`src/rtl/pwm_ser_pkg.sv`:
```
package pwm_ser_pkg;

  typedef enum logic [1:0] {
    ST_IDLE  = 2'd0,
    ST_PLAY  = 2'd1,
    ST_GUARD = 2'd2
  } seqState_t;

  // strobes from the sequencer to the datapath
  typedef struct packed {
    logic cfgLoad;    // capture configuration ports
    logic bitLoad;    // fetch the bit at rdWord/rdBit and load its hold time
    logic guardLoad;  // load the guard hold time
  } seqStrb_t;

endpackage

```
`src/rtl/pwm_ser_path.sv`:
```
module pwm_ser_path
  import pwm_ser_pkg::*;
#(
  parameter int DEPTH = 16,
  parameter int DUR_W = 16,
  parameter int AW    = $clog2(DEPTH)
) (
  input  logic             clk,
  input  logic             rstN,
  input  logic             wrEn,
  input  logic [AW-1:0]    wrAddr,
  input  logic [31:0]      wrData,
  input  logic [AW-1:0]    baseIn,
  input  logic [DUR_W-1:0] hiIn,
  input  logic [DUR_W-1:0] loIn,
  input  logic             guardLvlIn,
  input  logic [DUR_W-1:0] guardDurIn,
  input  seqStrb_t         strb,
  input  logic [AW-1:0]    rdWord,
  input  logic [4:0]       rdBit,
  output logic             curBit,
  output logic             guardLvl,
  output logic             holdZero
);

  logic [31:0]      wordMem [DEPTH];
  logic [AW-1:0]    baseR;
  logic [DUR_W-1:0] hiR, loR, guardDurR, holdCnt;
  logic             guardLvlR, curBitR;

  logic [AW-1:0]    rdAddr;
  logic             bitVal;
  logic [DUR_W-1:0] hiSel, loSel;

  always_ff @(posedge clk) begin
    if (wrEn) wordMem[wrAddr] <= wrData;
  end

  // on the start edge the registers are not yet loaded: use the ports
  always_comb begin
    rdAddr = (strb.cfgLoad ? baseIn : baseR) + rdWord;
    bitVal = wordMem[rdAddr][rdBit];
    hiSel  = strb.cfgLoad ? hiIn : hiR;
    loSel  = strb.cfgLoad ? loIn : loR;
  end

  always_ff @(posedge clk or negedge rstN) begin
    if (!rstN) begin
      baseR     <= '0;
      hiR       <= '0;
      loR       <= '0;
      guardDurR <= '0;
      guardLvlR <= 1'b0;
    end else if (strb.cfgLoad) begin
      baseR     <= baseIn;
      hiR       <= hiIn;
      loR       <= loIn;
      guardDurR <= guardDurIn;
      guardLvlR <= guardLvlIn;
    end
  end

  always_ff @(posedge clk or negedge rstN) begin
    if (!rstN) begin
      holdCnt <= '0;
      curBitR <= 1'b0;
    end else if (strb.guardLoad) begin
      holdCnt <= guardDurR - 1'b1;
    end else if (strb.bitLoad) begin
      curBitR <= bitVal;
      holdCnt <= bitVal ? hiSel : loSel;
    end else if (holdCnt != '0) begin
      holdCnt <= holdCnt - 1'b1;
    end
  end

  assign curBit   = curBitR;
  assign guardLvl = guardLvlR;
  assign holdZero = (holdCnt == '0);

endmodule

```
`src/rtl/pwm_ser_ctrl.sv`:
```
module pwm_ser_ctrl
  import pwm_ser_pkg::*;
#(
  parameter int AW    = 4,
  parameter int REP_W = 8,
  parameter int LEN_W = AW + 1
) (
  input  logic             clk,
  input  logic             rstN,
  input  logic             start,
  input  logic             halt,
  input  logic [LEN_W-1:0] lenIn,
  input  logic [REP_W-1:0] repIn,
  input  logic [4:0]       stopIn,
  input  logic             guardOnIn,
  input  logic             holdZero,
  output seqStrb_t         strb,
  output logic [AW-1:0]    rdWord,
  output logic [4:0]       rdBit,
  output logic             inPlay,
  output logic             inGuard,
  output logic             busy,
  output logic             done
);

  localparam int PW = REP_W + 1;

  seqState_t        state, stateNxt;
  logic [AW-1:0]    wordIdx, wordNxt;
  logic [4:0]       bitIdx, bitNxt;
  logic [REP_W-1:0] passCnt, passNxt;
  logic [LEN_W-1:0] lenR;
  logic [REP_W-1:0] repR, repEff;
  logic [4:0]       stopR;
  logic             guardOnR, doneR, doneNxt;
  logic             lastBit, lastWord, lastPass;

  always_comb begin
    repEff   = (repR == '0) ? REP_W'(1) : repR;
    lastBit  = (bitIdx == stopR);
    lastWord = (LEN_W'(wordIdx) + LEN_W'(1)) >= lenR;
    lastPass = (PW'(passCnt) + PW'(1)) >= PW'(repEff);
  end

  always_comb begin
    stateNxt = state;
    wordNxt  = wordIdx;
    bitNxt   = bitIdx;
    passNxt  = passCnt;
    doneNxt  = 1'b0;
    strb     = '0;
    unique case (state)
      ST_IDLE: begin
        if (start && lenIn != '0) begin
          strb.cfgLoad = 1'b1;
          strb.bitLoad = 1'b1;
          wordNxt      = '0;
          bitNxt       = '0;
          passNxt      = '0;
          stateNxt     = ST_PLAY;
        end
      end
      ST_PLAY: begin
        if (holdZero) begin
          if (!lastBit) begin
            bitNxt       = bitIdx + 5'd1;
            strb.bitLoad = 1'b1;
          end else if (!lastWord) begin
            wordNxt      = wordIdx + 1'b1;
            bitNxt       = '0;
            strb.bitLoad = 1'b1;
          end else if (!lastPass) begin
            passNxt = passCnt + 1'b1;
            wordNxt = '0;
            bitNxt  = '0;
            if (guardOnR) begin
              strb.guardLoad = 1'b1;
              stateNxt       = ST_GUARD;
            end else begin
              strb.bitLoad = 1'b1;
            end
          end else begin
            stateNxt = ST_IDLE;
            doneNxt  = 1'b1;
          end
        end
      end
      ST_GUARD: begin
        if (holdZero) begin
          strb.bitLoad = 1'b1;
          stateNxt     = ST_PLAY;
        end
      end
      default: stateNxt = ST_IDLE;
    endcase
    if (halt) begin
      stateNxt = ST_IDLE;
      doneNxt  = 1'b0;
      strb     = '0;
    end
  end

  always_ff @(posedge clk or negedge rstN) begin
    if (!rstN) begin
      state   <= ST_IDLE;
      wordIdx <= '0;
      bitIdx  <= '0;
      passCnt <= '0;
      doneR   <= 1'b0;
    end else begin
      state   <= stateNxt;
      wordIdx <= wordNxt;
      bitIdx  <= bitNxt;
      passCnt <= passNxt;
      doneR   <= doneNxt;
    end
  end

  always_ff @(posedge clk or negedge rstN) begin
    if (!rstN) begin
      lenR     <= '0;
      repR     <= '0;
      stopR    <= '0;
      guardOnR <= 1'b0;
    end else if (strb.cfgLoad) begin
      lenR     <= lenIn;
      repR     <= repIn;
      stopR    <= stopIn;
      guardOnR <= guardOnIn;
    end
  end

  assign rdWord  = wordNxt;
  assign rdBit   = bitNxt;
  assign inPlay  = (state == ST_PLAY);
  assign inGuard = (state == ST_GUARD);
  assign busy    = (state != ST_IDLE);
  assign done    = doneR;

endmodule

```
`src/rtl/pwm_word_player.sv`:
```
module pwm_word_player
  import pwm_ser_pkg::*;
#(
  parameter int DEPTH = 16,
  parameter int DUR_W = 16,
  parameter int REP_W = 8,
  localparam int AW    = $clog2(DEPTH),
  localparam int LEN_W = AW + 1
) (
  input  logic             clk,
  input  logic             rstN,
  input  logic             wrEn,
  input  logic [AW-1:0]    wrAddr,
  input  logic [31:0]      wrData,
  input  logic [AW-1:0]    baseAddr,
  input  logic [LEN_W-1:0] lenWords,
  input  logic [DUR_W-1:0] hiDur,
  input  logic [DUR_W-1:0] loDur,
  input  logic [4:0]       stopBit,
  input  logic             idleLvl,
  input  logic             guardLvl,
  input  logic [DUR_W-1:0] guardDur,
  input  logic [REP_W-1:0] repeatCnt,
  input  logic             start,
  input  logic             halt,
  output logic             pinOut,
  output logic             busy,
  output logic             done
);

  seqStrb_t      strb;
  logic [AW-1:0] rdWord;
  logic [4:0]    rdBit;
  logic          curBit, guardLvlR, holdZero, inPlay, inGuard;

  pwm_ser_ctrl #(.AW(AW), .REP_W(REP_W), .LEN_W(LEN_W)) uCtrl (
    .clk      (clk),
    .rstN     (rstN),
    .start    (start),
    .halt     (halt),
    .lenIn    (lenWords),
    .repIn    (repeatCnt),
    .stopIn   (stopBit),
    .guardOnIn(guardDur != '0),
    .holdZero (holdZero),
    .strb     (strb),
    .rdWord   (rdWord),
    .rdBit    (rdBit),
    .inPlay   (inPlay),
    .inGuard  (inGuard),
    .busy     (busy),
    .done     (done)
  );

  pwm_ser_path #(.DEPTH(DEPTH), .DUR_W(DUR_W), .AW(AW)) uPath (
    .clk       (clk),
    .rstN      (rstN),
    .wrEn      (wrEn),
    .wrAddr    (wrAddr),
    .wrData    (wrData),
    .baseIn    (baseAddr),
    .hiIn      (hiDur),
    .loIn      (loDur),
    .guardLvlIn(guardLvl),
    .guardDurIn(guardDur),
    .strb      (strb),
    .rdWord    (rdWord),
    .rdBit     (rdBit),
    .curBit    (curBit),
    .guardLvl  (guardLvlR),
    .holdZero  (holdZero)
  );

  always_comb begin
    if (halt)         pinOut = idleLvl;
    else if (inPlay)  pinOut = curBit;
    else if (inGuard) pinOut = guardLvlR;
    else              pinOut = idleLvl;
  end

endmodule

```
`config.mk`:
```
export PLATFORM = sky130hd
export DESIGN_NAME = pwm_word_player
export DESIGN_NICKNAME = d
export VERILOG_FILES = /design/src/rtl/pwm_ser_pkg.sv /design/src/rtl/pwm_ser_path.sv /design/src/rtl/pwm_ser_ctrl.sv /design/src/rtl/pwm_word_player.sv
export SDC_FILE = /design/constraint.sdc
export NUM_CORES = 1
export LEC_CHECK = 0
export CORE_MARGIN = 1
export CORE_UTILIZATION = 60
export CTS_CLUSTER_SIZE = 12
export DETAILED_ROUTE_END_ITERATION = 7
export PLACE_DENSITY = 0.79
export SYNTH_ARGS = -nofsm -noshare
export SYNTH_HDL_FRONTEND = slang
export SYNTH_SLANG_ARGS = --single-unit
```
`constraint.sdc`:
```
create_clock -name clk -period 7.4 [get_ports clk]
set_input_delay 1.11 -clock clk [delete_from_list [all_inputs] [get_ports clk]]
set_output_delay 1.11 -clock clk [all_outputs]
set_load 0.02 [all_outputs]
```
## Word level (Yosys, flattened, before mapping)

Memory sizes are Yosys's and may differ from the RTL's.
Index checks and enable logic that the tools add are counted.

| word-level totals | value |
|---|---|
| flip-flop bits (word level) | 109 |
| RAM bits | 512 |
| input bits | 113 |
| output and inout bits | 3 |
| logic and storage cells | 118 |
| memories kept | 1 |

Memory list:

| memory | depth | width | read ports | clocked after memory_dff | write ports | line | text |
|---|---|---|---|---|---|---|---|
| uPath.wordMem | 16 | 32 | 1 | 0 | 1 | pwm_ser_path.sv:26 | `logic [31:0] wordMem [DEPTH];` |

| operators by class | value |
|---|---|
| $add $sub $neg | 8 |
| magnitude comparators | 3 |
| eq/ne operators | 14 |
| mux-type cells | 62 |
| bitwise operators | 1 |
| reductions and logical operators | 13 |

Operators by type and width:

| cell | count |
|---|---|
| 16-bit two-way mux | 6 |
| 8-bit two-way mux | 6 |
| 16-bit nonzero test | 2 |
| 16-bit by 1-bit subtractor with 16-bit output (second input constant) | 2 |
| 5-bit two-way mux | 5 |
| 4-bit two-way mux | 6 |
| 2-bit two-way mux | 11 |
| 1-bit two-way mux | 21 |
| 16-bit logical NOT | 1 |
| 8-bit one-hot mux with 2 select lines | 1 |
| 6-bit AND reduction | 2 |
| 5-bit one-hot mux with 2 select lines | 1 |
| 8-bit by 1-bit adder with 9-bit output (second input constant) | 1 |
| 9-bit by 8-bit >= comparator with 1-bit output | 1 |
| 3-bit by 2-bit inequality test with 1-bit output (second input constant) | 3 |
| 8-bit by 1-bit adder with 8-bit output (second input constant) | 1 |
| 8-bit logical NOT | 1 |
| 4-bit one-hot mux with 2 select lines | 1 |
| 5-bit by 6-bit < comparator with 1-bit output (second input constant) | 1 |
| 2-bit by 1-bit inequality test with 1-bit output (second input constant) | 3 |
| 3-bit inequality test (second input constant) | 2 |
| 2-bit one-hot mux with 3 select lines | 1 |
| 4-bit by 1-bit adder with 5-bit output (second input constant) | 1 |
| 5-bit by 1-bit adder with 5-bit output (second input constant) | 1 |
| 18 further kinds | 20 |

## Depth between registers and ports, before layout

Gate-level depths: netlist (run 1).
An unclocked memory read counts as a cell.

| logic depth | value |
|---|---|
| word-level depth | 17 |
| gate-level depth with buffers | 30 |
| depth with buffers taken out | 26 |

## Hierarchy

From an unflattened synthesis (run 1), not the netlist that was laid out.

| unflattened totals | value |
|---|---|
| cell total of the unflattened synthesis | 1,445 |
| area total of the unflattened synthesis | 25,896.1 um2 |

By module, submodules not included:

| module | times used | cells an instance | area an instance (um2) | seq. area each (um2) |
|---|---|---|---|---|
| pwm_ser_path | 1 | 1,189 | 23,545.1 | 17,126.4 |
| pwm_ser_ctrl | 1 | 246 | 2,284.7 | 975.9 |
| pwm_word_player | 1 | 10 | 66.3 | 0.0 |

## Least setup slack after synthesis (run 1)

Ideal clock, no wire load.

| timing | value |
|---|---|
| path type | in2reg |
| start | in lenWords[0] |
| end | reg uPath.holdCnt[15] |
| library setup time | 0.126 ns |
| arrival | 7.529 ns |
| required time | 7.274 ns |
| slack | -0.255 ns |
| cell stages on the path | 18 |
| buffers on the path | 7 |
| cell sequence | or4_1 -> o21ai_2 -> clkbuf_1 -> buf_1 -> clkbuf_1 -> mux2_2 -> ha_1 -> buf_2 -> buf_1 -> clkbuf_1 -> clkbuf_1 -> mux4_2 -> mux2_2 -> nand2_1 -> a41oi_1 -> o2bb2ai_4 -> mux2_4 -> a221o_1 |

| on the way | value |
|---|---|
| cells in the longest elaborated chain, start to end | 13 |
| elaborated cells on any way between the ends | 21 |
| those cells by class | 1 x add/sub; 16 x mux; 3 x reduce/logical; 1 x memory |

Ends and longest elaborated chain:

| item | line | text |
|---|---|---|
| start, declared | pwm_word_player.sv:16 | `input logic [LEN_W-1:0] lenWords,` |
| 5-bit nonzero test * | pwm_ser_ctrl.sv:54 | `if (start && lenIn != '0) begin` |
| 1-bit logical AND * | pwm_ser_ctrl.sv:54 |  |
| 2-bit two-way mux | pwm_ser_ctrl.sv:54 |  |
| 1-bit two-way mux | pwm_ser_ctrl.sv:52 | `unique case (state)` |
| 3-bit two-way mux | pwm_ser_ctrl.sv:96 | `if (halt) begin` |
| 4-bit two-way mux | - |  |
| 4-bit adder | pwm_ser_path.sv:41 | `rdAddr = (strb.cfgLoad ? baseIn : baseR) + rdWord;` |
| memory read 16 x 32 bit | - |  |
| 1-bit binary-select mux with 5-bit select | pwm_ser_path.sv:42 | `bitVal = wordMem[rdAddr][rdBit];` |
| 1-bit two-way mux (not written as such) | pwm_ser_path.sv:42 |  |
| 16-bit two-way mux | pwm_ser_path.sv:71 | `holdCnt <= bitVal ? hiSel : loSel;` |
| 16-bit two-way mux | pwm_ser_path.sv:69 | `end else if (strb.bitLoad) begin` |
| 16-bit two-way mux | pwm_ser_path.sv:67 | `end else if (strb.guardLoad) begin` |
| end signal, assigned | pwm_ser_path.sv:68 | `holdCnt <= guardDurR - 1'b1;` |
| end signal, assigned | pwm_ser_path.sv:71 |  |
| end signal, assigned | pwm_ser_path.sv:73 | `holdCnt <= holdCnt - 1'b1;` |
| end, declared | pwm_ser_path.sv:28 | `logic [DUR_W-1:0] hiR, loR, guardDurR, holdCnt;` |

Every way passes the cells marked *; elsewhere a longest branch is shown, timed or not. The select of a mux whose other input is x is not followed.
A chain may end at the register's enable or synchronous reset.

## Worst setup path after layout (run 1)

| timing | value |
|---|---|
| start | reg uCtrl.passCnt[0] |
| end | reg uPath.holdCnt[15] |

| on the way | value |
|---|---|
| cells in the longest elaborated chain, start to end | 14 |
| elaborated cells on any way between the ends | 29 |
| those cells by class | 2 x add/sub; 1 x order compare; 24 x mux; 1 x reduce/logical; 1 x memory |

Ends and longest elaborated chain:

| item | line | text |
|---|---|---|
| start, declared | pwm_ser_ctrl.sv:31 | `logic [REP_W-1:0] passCnt, passNxt;` |
| start signal, assigned | pwm_ser_ctrl.sv:114 | `passCnt <= passNxt;` |
| 8-bit by 1-bit adder with 9-bit output | pwm_ser_ctrl.sv:42 | `lastPass = (PW'(passCnt) + PW'(1)) >= PW'(repEff);` |
| 9-bit by 8-bit >= comparator with 1-bit output | pwm_ser_ctrl.sv:42 |  |
| 4-bit two-way mux | pwm_ser_ctrl.sv:72 | `end else if (!lastPass) begin` |
| 4-bit two-way mux | pwm_ser_ctrl.sv:68 | `end else if (!lastWord) begin` |
| 4-bit two-way mux | pwm_ser_ctrl.sv:65 | `if (!lastBit) begin` |
| 4-bit two-way mux | pwm_ser_ctrl.sv:64 | `if (holdZero) begin` |
| 4-bit one-hot mux with 2 select lines | pwm_ser_ctrl.sv:52 |  |
| named net rdWord[0] | pwm_word_player.sv:32 | `logic [AW-1:0] rdWord;` |
| 4-bit adder | pwm_ser_path.sv:41 |  |
| memory read 16 x 32 bit | - |  |
| 1-bit binary-select mux with 5-bit select | pwm_ser_path.sv:42 |  |
| 1-bit two-way mux (not written as such) | pwm_ser_path.sv:42 |  |
| 16-bit two-way mux | pwm_ser_path.sv:71 |  |
| 16-bit two-way mux | pwm_ser_path.sv:69 |  |
| 16-bit two-way mux | pwm_ser_path.sv:67 |  |

The timed path passes the listed nets, and every way through them passes these cells. The select of a mux whose other input is x is not followed.

==> results of run 1 <==
-- cells by family after synthesis --
| kind of cell | after synthesis | synth area share (%) |
|---|---|---|
| XOR/XNOR | 44 | 1.49 |
| adder cells (fa/ha/maj) | 22 | 1.10 |
| multiplexers | 259 | 17.3 |
| buffers and inverters | 88 | 1.59 |
| AND/OR/NAND/NOR | 221 | 4.41 |
| flip-flops | 621 | 70.2 |
| AO/OA/AOI/OAI | 141 | 3.93 |
-- final timing paths --
| path | from | endpoint | slack, ns | depth (start not counted) |
|---|---|---|---|---|
| max | uCtrl.passCnt[0]$_DFFE_PN0P_ | uPath.holdCnt[15]$_DFFE_PN0P_ | 0.26 | 24 |
| min | rstN | uCtrl.wordIdx[3]$_DFF_PN0_ | 0.41 | 1 |
| max reg2reg | uCtrl.passCnt[0]$_DFFE_PN0P_ | uPath.holdCnt[15]$_DFFE_PN0P_ | 0.26 | 24 |
| min reg2reg | uCtrl.lenR[1]$_DFFE_PN0P_ | uCtrl.lenR[1]$_DFFE_PN0P_ | 0.48 | 2 |
| max in group asynchronous | rstN | uPath.guardDurR[2]$_DFFE_PN0P_ | 5.66 | 2 |
| min in group clk | uCtrl.lenR[1]$_DFFE_PN0P_ | uCtrl.lenR[1]$_DFFE_PN0P_ | 0.48 | 2 |
-- state kept, by name, indices dropped and copies added (netlist names) --
signal / count
uCtrl.passCnt: 8
uPath.holdCnt: 16
uCtrl.repR: 8
uCtrl.stopR: 5
uPath.curBit: 1
uCtrl.guardOnR: 1
uPath.wordMem: 512
uPath.hiR: 16
uCtrl.done: 1
uPath.baseR: 4
uCtrl.bitIdx: 5
uPath.guardLvl: 1
uCtrl.wordIdx: 4
uPath.loR: 16
uPath.guardDurR: 16
uCtrl.lenR: 5
uCtrl.state: 2
-- through the flow --
stage	setup TNS (ns)	util, %	hold WS (ns)
floorplan	0	-	0.446
global placement	0	66.1	0.462
detailed placement	0	66.1	0.462
CTS	0	70.5	0.392
global route	-0.125	70.6	0.425
finish	0	70.6	0.413
-- layout make-up --
class                      instances  area, µm²
sequential                       621      18100
timing repair buffer             159       1580
fill                            2573      12400
inverter                          27        101
clock inverter                    14        156
multi-input combinational        687       7460
clock buffer                      86       1680
tap                              539        674
-- cells in the final DEF, fill, tap and decap left out, types with 24 or more instances in the layout --
master           count
buf_4               37
clkbuf_16           63
clkdlybuf4s50_1    114
dfrtp_1            109
edfxtp_1           512
inv_1               27
mux2_2              73
mux2i_1             42
mux4_2             132
nand2_1             63
nand3_1             24
nor2_1              35
o21ai_0             26
xnor2_1             26
-- power by group through the flow --
stage               sequential (µW)  combinational (µW)  clock [µW]
floorplan                      4140                1070           0
global placement               4170                1500           0
detailed placement             4180                1540           0
CTS                            4110                1550        2930
global route                   4140                1660        3060
finish                         4120                1560        2890
-- worst reg2reg max path, delay by kind of cell, from the launching register on --
family	cells	cell delay [ns]
AOI/OAI and AO/OA	10	2.72
adders and majority gates	4	1.71
muxes	3	0.86
buffers and inverters	3	0.70
DFF	1	0.45
and+or+nand+nor	3	0.36
xor gates and xnor gates	1	0.22
-- timing repair --
action                     4_1_cts  5_1_grt
resized for setup                0        6
setup endpoints to repair        0       16
buffers inserted                 0        1
-- per-layer routing --
layer	up-vias	track usage, %
met5	-	0
met4	0	9.56
met3	137	4.86
met2	745	47.4
met1	7210	36.5
li1	5946	-
==> out/qor.csv, run 1 <==
stage,metric,value,unit
synthesis,ys_types,84,
drt,vias_per_cell,6.58,
critical_path,slowest_stage,fa_4,
drt,drt-initial-drc-count,1557,
drt,met2WireLength,30.8,mm
timing,fmax,0.140,GHz
synthesis,avgSynthCellArea,18.5,µm²
drt,drc,0,
critical_path,cp-end-kind,flip-flop,
clocking,cts_htree_levels,2,
floorplan,start_util,61.2,%
synthesis,synthesis.area,25800,µm²
clocking,cts.path.max_buffers,3,
placed_design,place.gp.congestion,0.911,
floorplan,io_pins,116,
pwr,p_int,6390,µW
placed_design,hpwl,34.5,mm
final_layout,area_growth_syn_to_layout,15.3,%
grt,grt_pass1_vias,14700,
final_layout,drive_above_1_share,23.3,%
critical_path,crit_chain,ha_1 -> inv_1 -> nor2_1 -> xor2_1 -> ha_1 -> a21o_1 -> a211oi_2 -> a21o_1 -> a21o_1 -> nand2_1 -> nand2_1 -> o21ai_0 -> ha_4 -> fa_4 -> buf_4 -> buf_4 -> mux4_2 -> mux2i_1 -> o21ai_0 -> a2111oi_2 -> a22o_2 -> o2bb2ai_4 -> mux2_4 -> a221o_1,
final_layout,final_cells,2133,
floorplan,die_area,43800,µm²
run_status,status,finished clean,
pwr,comb_power_share,18.2,%
synthesis,netlist.area_leader.share,59.6,%
final_layout,nets,1692,
placed_design,dpl_cell_area,27900,µm²
synthesis,synth_ff_type,edfxtp_1,
drt,drtAntennaViolNets,0,
pwr,power_switching_share,25.4,%
grt,grt_pass1_wl,89.0,mm
synthesis,yosys_register_bits,621,
placed_design,place_ws,0.149,ns
timing,slew_violations,0,
pwr,power.density,288,nW/µm²
flow_run,cap_violations,0,
grt,antenna_found_initial,0,
clocking,clk_latency,0.64,ns
timing,max-slew-margin-rel,31.2,%
grt,grt_max_degree,84,
critical_path,worst-path-buf-inv,3,
drt,highest_layer,met4,
clocking,clkSinkCount,621,
drt,avgRoutedWirePerCell,28.3,µm
pwr,p_leak,0.0102,µW
clocking,path_clk_slew,0.06,ns
floorplan,die_w,209,µm
grt,grt_usage,27.8,%
timing,finClkSkew,0.0369,ns
synthesis,synth_nets,1531,
synthesis,async_reset_ff_share,17.6,%
critical_path,crit_type,reg -> reg,
worst_hold_path,min_path_type,in -> async,
placed_design,dp_cells,2031,
critical_path,cp.arrival,7.64,ns
floorplan,die-height,209,µm
clocking,hold_buffers,0,
pwr,p_sw,2180,µW
critical_path,crit_family,compound AO/OA/AOI/OAI gates,
pwr,max-vdd-ir-drop,0.214,mV
clocking,cts_root_buffer,clkbuf_16,
critical_path,cp-start-kind,flip-flop,
synthesis,yosys.area.top_type,edfxtp_1,
critical_path,cp_max_fo,19,
clocking,cts_tree,done,
clocking,cts_made_buffers,61,
synthesis,synth.most_common_cell,edfxtp_1,
synthesis,seq_area_frac_synth,70.2,%
drt,wl,60.3,mm
timing,worst_slew_pin_slew,1.03,ns
pwr,power_frac_seq,48.1,%
grt,grt_overflow,0,
critical_path,cp.required,7.90,ns
synthesis,synthCells,1396,
timing,finalCriticalPeriod,7.14,ns
floorplan,core_area,42100,µm²
pwr,clkPwrFrac,33.7,%
synthesis,synth-edff-count,512,
timing,setup_viol,0,
drt,wl_met1,23.1,mm
synthesis,synthTopCellsByArea,"edfxtp_1 60%, mux4_2 12%, dfrtp_1 11%",
timing,timing.final.crit_share,96.4,%
final_layout,final_area,29700,µm²
drt,via_count,14000,
synthesis,ys_warn_count,0,
synthesis,netlist_top_cells_count,"512 x edfxtp_1, 132 x mux4_2, 109 x dfrtp_1",
timing,hold_viol,0,
critical_path,timing.critical_path.slowest_cell_delay,0.94,ns
drt,wl_met3,4.61,mm
floorplan,rows,75,
final_layout,n_antenna_cell,0,
pwr,power.total,8570,µW
drt,first_pass_iters,8,
timing,setup_ws,0.264,ns
critical_path,path_common_cell,a21o_1,
placed_design,numPortBuffers,115,
Power figures use the tool's default switching activity.
==> inputs of run 2 (changes only) <==
--- a/config.mk
+++ b/config.mk
@@ -12,4 +12,5 @@
 export PLACE_DENSITY = 0.79
 export SYNTH_ARGS = -nofsm -noshare
 export SYNTH_HDL_FRONTEND = slang
+export SYNTH_HIERARCHICAL = 1
 export SYNTH_SLANG_ARGS = --single-unit
==> constraint.sdc (replaced) <==
create_clock -name clk -period 8.05 [get_ports clk]
set_input_delay 1.2075 -clock clk [delete_from_list [all_inputs] [get_ports clk]]
set_output_delay 1.2075 -clock clk [all_outputs]
set_load 0.02 [all_outputs]
==> run 2 against run 1 <==
Cell count grew 1.7%. Clock skew down 0.011 ns. Critical path type unchanged. Hold slack improved by 0.084 ns. Sequential share of layout area fell by 0.16 points. Die area rose by 0.39%. Wire length fell by 4.4%. Flip-flop and latch count unchanged. Largest power group unchanged.
==> out/qor.csv, run 2 <==
stage,metric,value,unit
synthesis,synth-edff-count,512,
drt,via_count,14100,
clocking,cts_tree,done,
grt,antenna_found_initial,1,
final_layout,nets,1735,
drt,first_pass_iters,7,
timing,setup_viol,0,
clocking,cts_root_buffer,clkbuf_16,
timing,finalCriticalPeriod,7.34,ns
final_layout,largest_reg_flops,512,
clocking,hold_buffers,0,
final_layout,drive_above_1_share,21.2,%
synthesis,netlist_top_cells_count,"512 x edfxtp_1, 131 x mux4_2, 109 x dfrtp_1",
drt,drc,0,
drt,drtAntennaViolNets,0,
flow_run,cap_violations,0,
timing,hold_viol,0,
synthesis,yosys.area.top_type,edfxtp_1,
drt,drt-initial-drc-count,1599,
critical_path,crit_type,reg -> reg,
synthesis,synthCells,1445,
clocking,clk_latency,0.64,ns
timing,max-slew-margin-rel,31.5,%
pwr,max-vdd-ir-drop,0.175,mV
clocking,cts_setup_buffers,0,
synthesis,netlist.area_leader.share,59.4,%
timing,rsz0062_at_grt,false,
clocking,post_cts_resized,0,
drt,vias_per_cell,6.50,
critical_path,rr_worst_depth,22,
clocking,cts_htree_levels,2,
final_layout,multi_input_area,7520,µm²
drt,wl,57.6,mm
critical_path,cp_max_fo,26,
drt,avgRoutedWirePerCell,26.6,µm
timing,timing.final.crit_share,91.2,%
final_layout,seqCellArea,18100,µm²
grt,grt_pass1_wl,87.5,mm
final_layout,layout_commonest_cell,edfxtp_1,
placed_design,hpwl,33.1,mm
synthesis,ys_warn_count,6,
critical_path,cp-start-kind,flip-flop,
synthesis,synth_nets,1580,
placed_design,place.gp.congestion,0.844,
grt,grt_overflow,0,
synthesis,synthTopCellsByArea,"edfxtp_1 59%, mux4_2 11%, dfrtp_1 11%",
critical_path,cp.required,8.62,ns
synthesis,synthesis.area,25900,µm²
clocking,path_clk_slew,0.06,ns
floorplan,die-height,210,µm
floorplan,rows,75,
synthesis,synth.most_common_cell,edfxtp_1,
pwr,p_leak,0.0104,µW
final_layout,area_growth_syn_to_layout,15.2,%
synthesis,seq_area_frac_synth,69.9,%
final_layout,regMostFlops,uPath/wordMem,
critical_path,slowest_stage,fa_4,
timing,finClkSkew,0.0257,ns
clocking,cts_made_buffers,61,
clocking,clkSinkCount,621,
synthesis,synth_ff_type,edfxtp_1,
worst_hold_path,whs_path_depth,1,
floorplan,start_util,61.3,%
placed_design,numPortBuffers,115,
pwr,power.density,259,nW/µm²
clocking,cts.path.max_buffers,3,
timing,slew_violations,0,
final_layout,fillCellCount,2567,
timing,tns,0,ns
synthesis,ys_types,75,
floorplan,io_pins,116,
final_layout,final_cell_mix,"512 x edfxtp_1, 131 x mux4_2, 114 x clkdlybuf4s50_1, 109 x dfrtp_1, 108 x nand2_1",
worst_hold_path,min_path_type,reg -> reg,
grt,grt_usage,27.0,%
synthesis,avgSynthCellArea,17.9,µm²
critical_path,crit_chain,or4_1 -> or3_1 -> or3_1 -> nor3_2 -> inv_1 -> o31ai_1 -> o311ai_0 -> nand2_1 -> o21ai_0 -> ha_4 -> fa_4 -> buf_12 -> buf_12 -> mux4_2 -> nand2_1 -> a21oi_1 -> o41ai_1 -> a221oi_1 -> a221oi_2 -> buf_4 -> and2_1 -> a211o_1,
floorplan,die_w,210,µm
run_status,status,finished clean,
timing,worst_slew_pin_slew,1.03,ns
floorplan,die_area,44000,µm²
synthesis,async_reset_ff_share,17.6,%
timing,fmax,0.136,GHz
critical_path,timing.critical_path.slowest_cell_delay,1.00,ns
critical_path,cp.arrival,7.91,ns
timing,hold_slack,0.497,ns
synthesis,yosys_register_bits,621,
grt,grt_max_degree,82,
critical_path,cp-end-kind,flip-flop,
floorplan,core_area,42200,µm²
grt,grt_pass1_vias,14800,
run 2: changes by cell type in the layout (fill, tap and decap cells not counted), moves of 7 or more:
cell / change
o22ai_1: -7
a211o_1: +7
a21oi_1: +26
mux2_2: -20
nand2_1: +45
and3b_1: +9
mux2i_1: +8
run 2: layout make-up:
class                   count  area share, %
flip-flops and latches    621           60.7
multi-input cells         731           25.2
inverters                  27          0.340
repair buffers            158           5.27
diodes                      1        0.00839
well taps                 539           2.26
clock inverters            12          0.671
clock buffers              81           5.54
run 2: through the flow:
step / utilization, % / worst slack (ns) / instances / instance area, µm² / power, µW
6_report: 70.6 / 0.708 / 2170 / 29800 / 7730
5_1_grt: 70.6 / 0.376 / 2169 / 29800 / 8000
4_1_cts: 70.6 / 0.772 / 2169 / 29800 / 7790
3_5_place_dp: 66.2 / 0.815 / 2076 / 28000 / 5100
3_3_place_gp: 66.2 / 0.928 / 2076 / 28000 / 5060
2_1_floorplan: - / 1.28 / 1445 / 25900 / 4690
run 2: path summary, 6_finish.rpt:
path | startpoint | to | slack, ns
max | uPath/holdCnt[8]$_DFFE_PN0P_ | uPath/holdCnt[15]$_DFFE_PN0P_ | 0.71
min | uPath/loR[1]$_DFF_PN0_ | uPath/loR[1]$_DFF_PN0_ | 0.50
max reg2reg | uPath/holdCnt[8]$_DFFE_PN0P_ | uPath/holdCnt[15]$_DFFE_PN0P_ | 0.71
min reg2reg | uPath/loR[1]$_DFF_PN0_ | uPath/loR[1]$_DFF_PN0_ | 0.50
max in group asynchronous | rstN | uPath/curBit$_DFFE_PN0P_ | 6.19
min in group asynchronous | rstN | uCtrl/repR[5]$_DFFE_PN0P_ | 0.51
run 2: report_power, final:
group | internal, µW | switching [µW]
Clock | 1550 | 1140
Combinational | 639 | 655
Sequential | 3650 | 94.9
run 2: kinds of logic (layout without fill, tap and decap cells):
| group | Yosys count | count (layout) | share of synthesized area, % |
|---|---|---|---|
| DFF | 621 | 621 | 69.9 |
| adders and majority gates | 22 | 22 | 1.09 |
| xor gates and xnor gates | 42 | 42 | 1.64 |
| muxes | 242 | 242 | 16.4 |
| other | 0 | 1 | 0 |
| and+or+nand+nor | 273 | 273 | 5.20 |
| AOI/OAI and AO/OA | 152 | 152 | 4.09 |
| buffers and inverters | 93 | 278 | 1.72 |
run 2: critical path, delay by kind of cell (launching register included):
kind            cells  cell delay (ns)
mux                 1             0.32
simple gates        7             2.34
flops               1             0.41
fa+ha+maj           2             1.23
compound gates      8             1.90
buf+inv             4             0.99
run 2: per-layer routing:
| metal | part of all wire (%) | global-route usage, % |
|---|---|---|
| met1 | 40 | 37.3 |
| met2 | 49 | 43.8 |
| met3 | 8.3 | 4.79 |
| met4 | 2.7 | 10.3 |
| met5 | 0 | 0 |
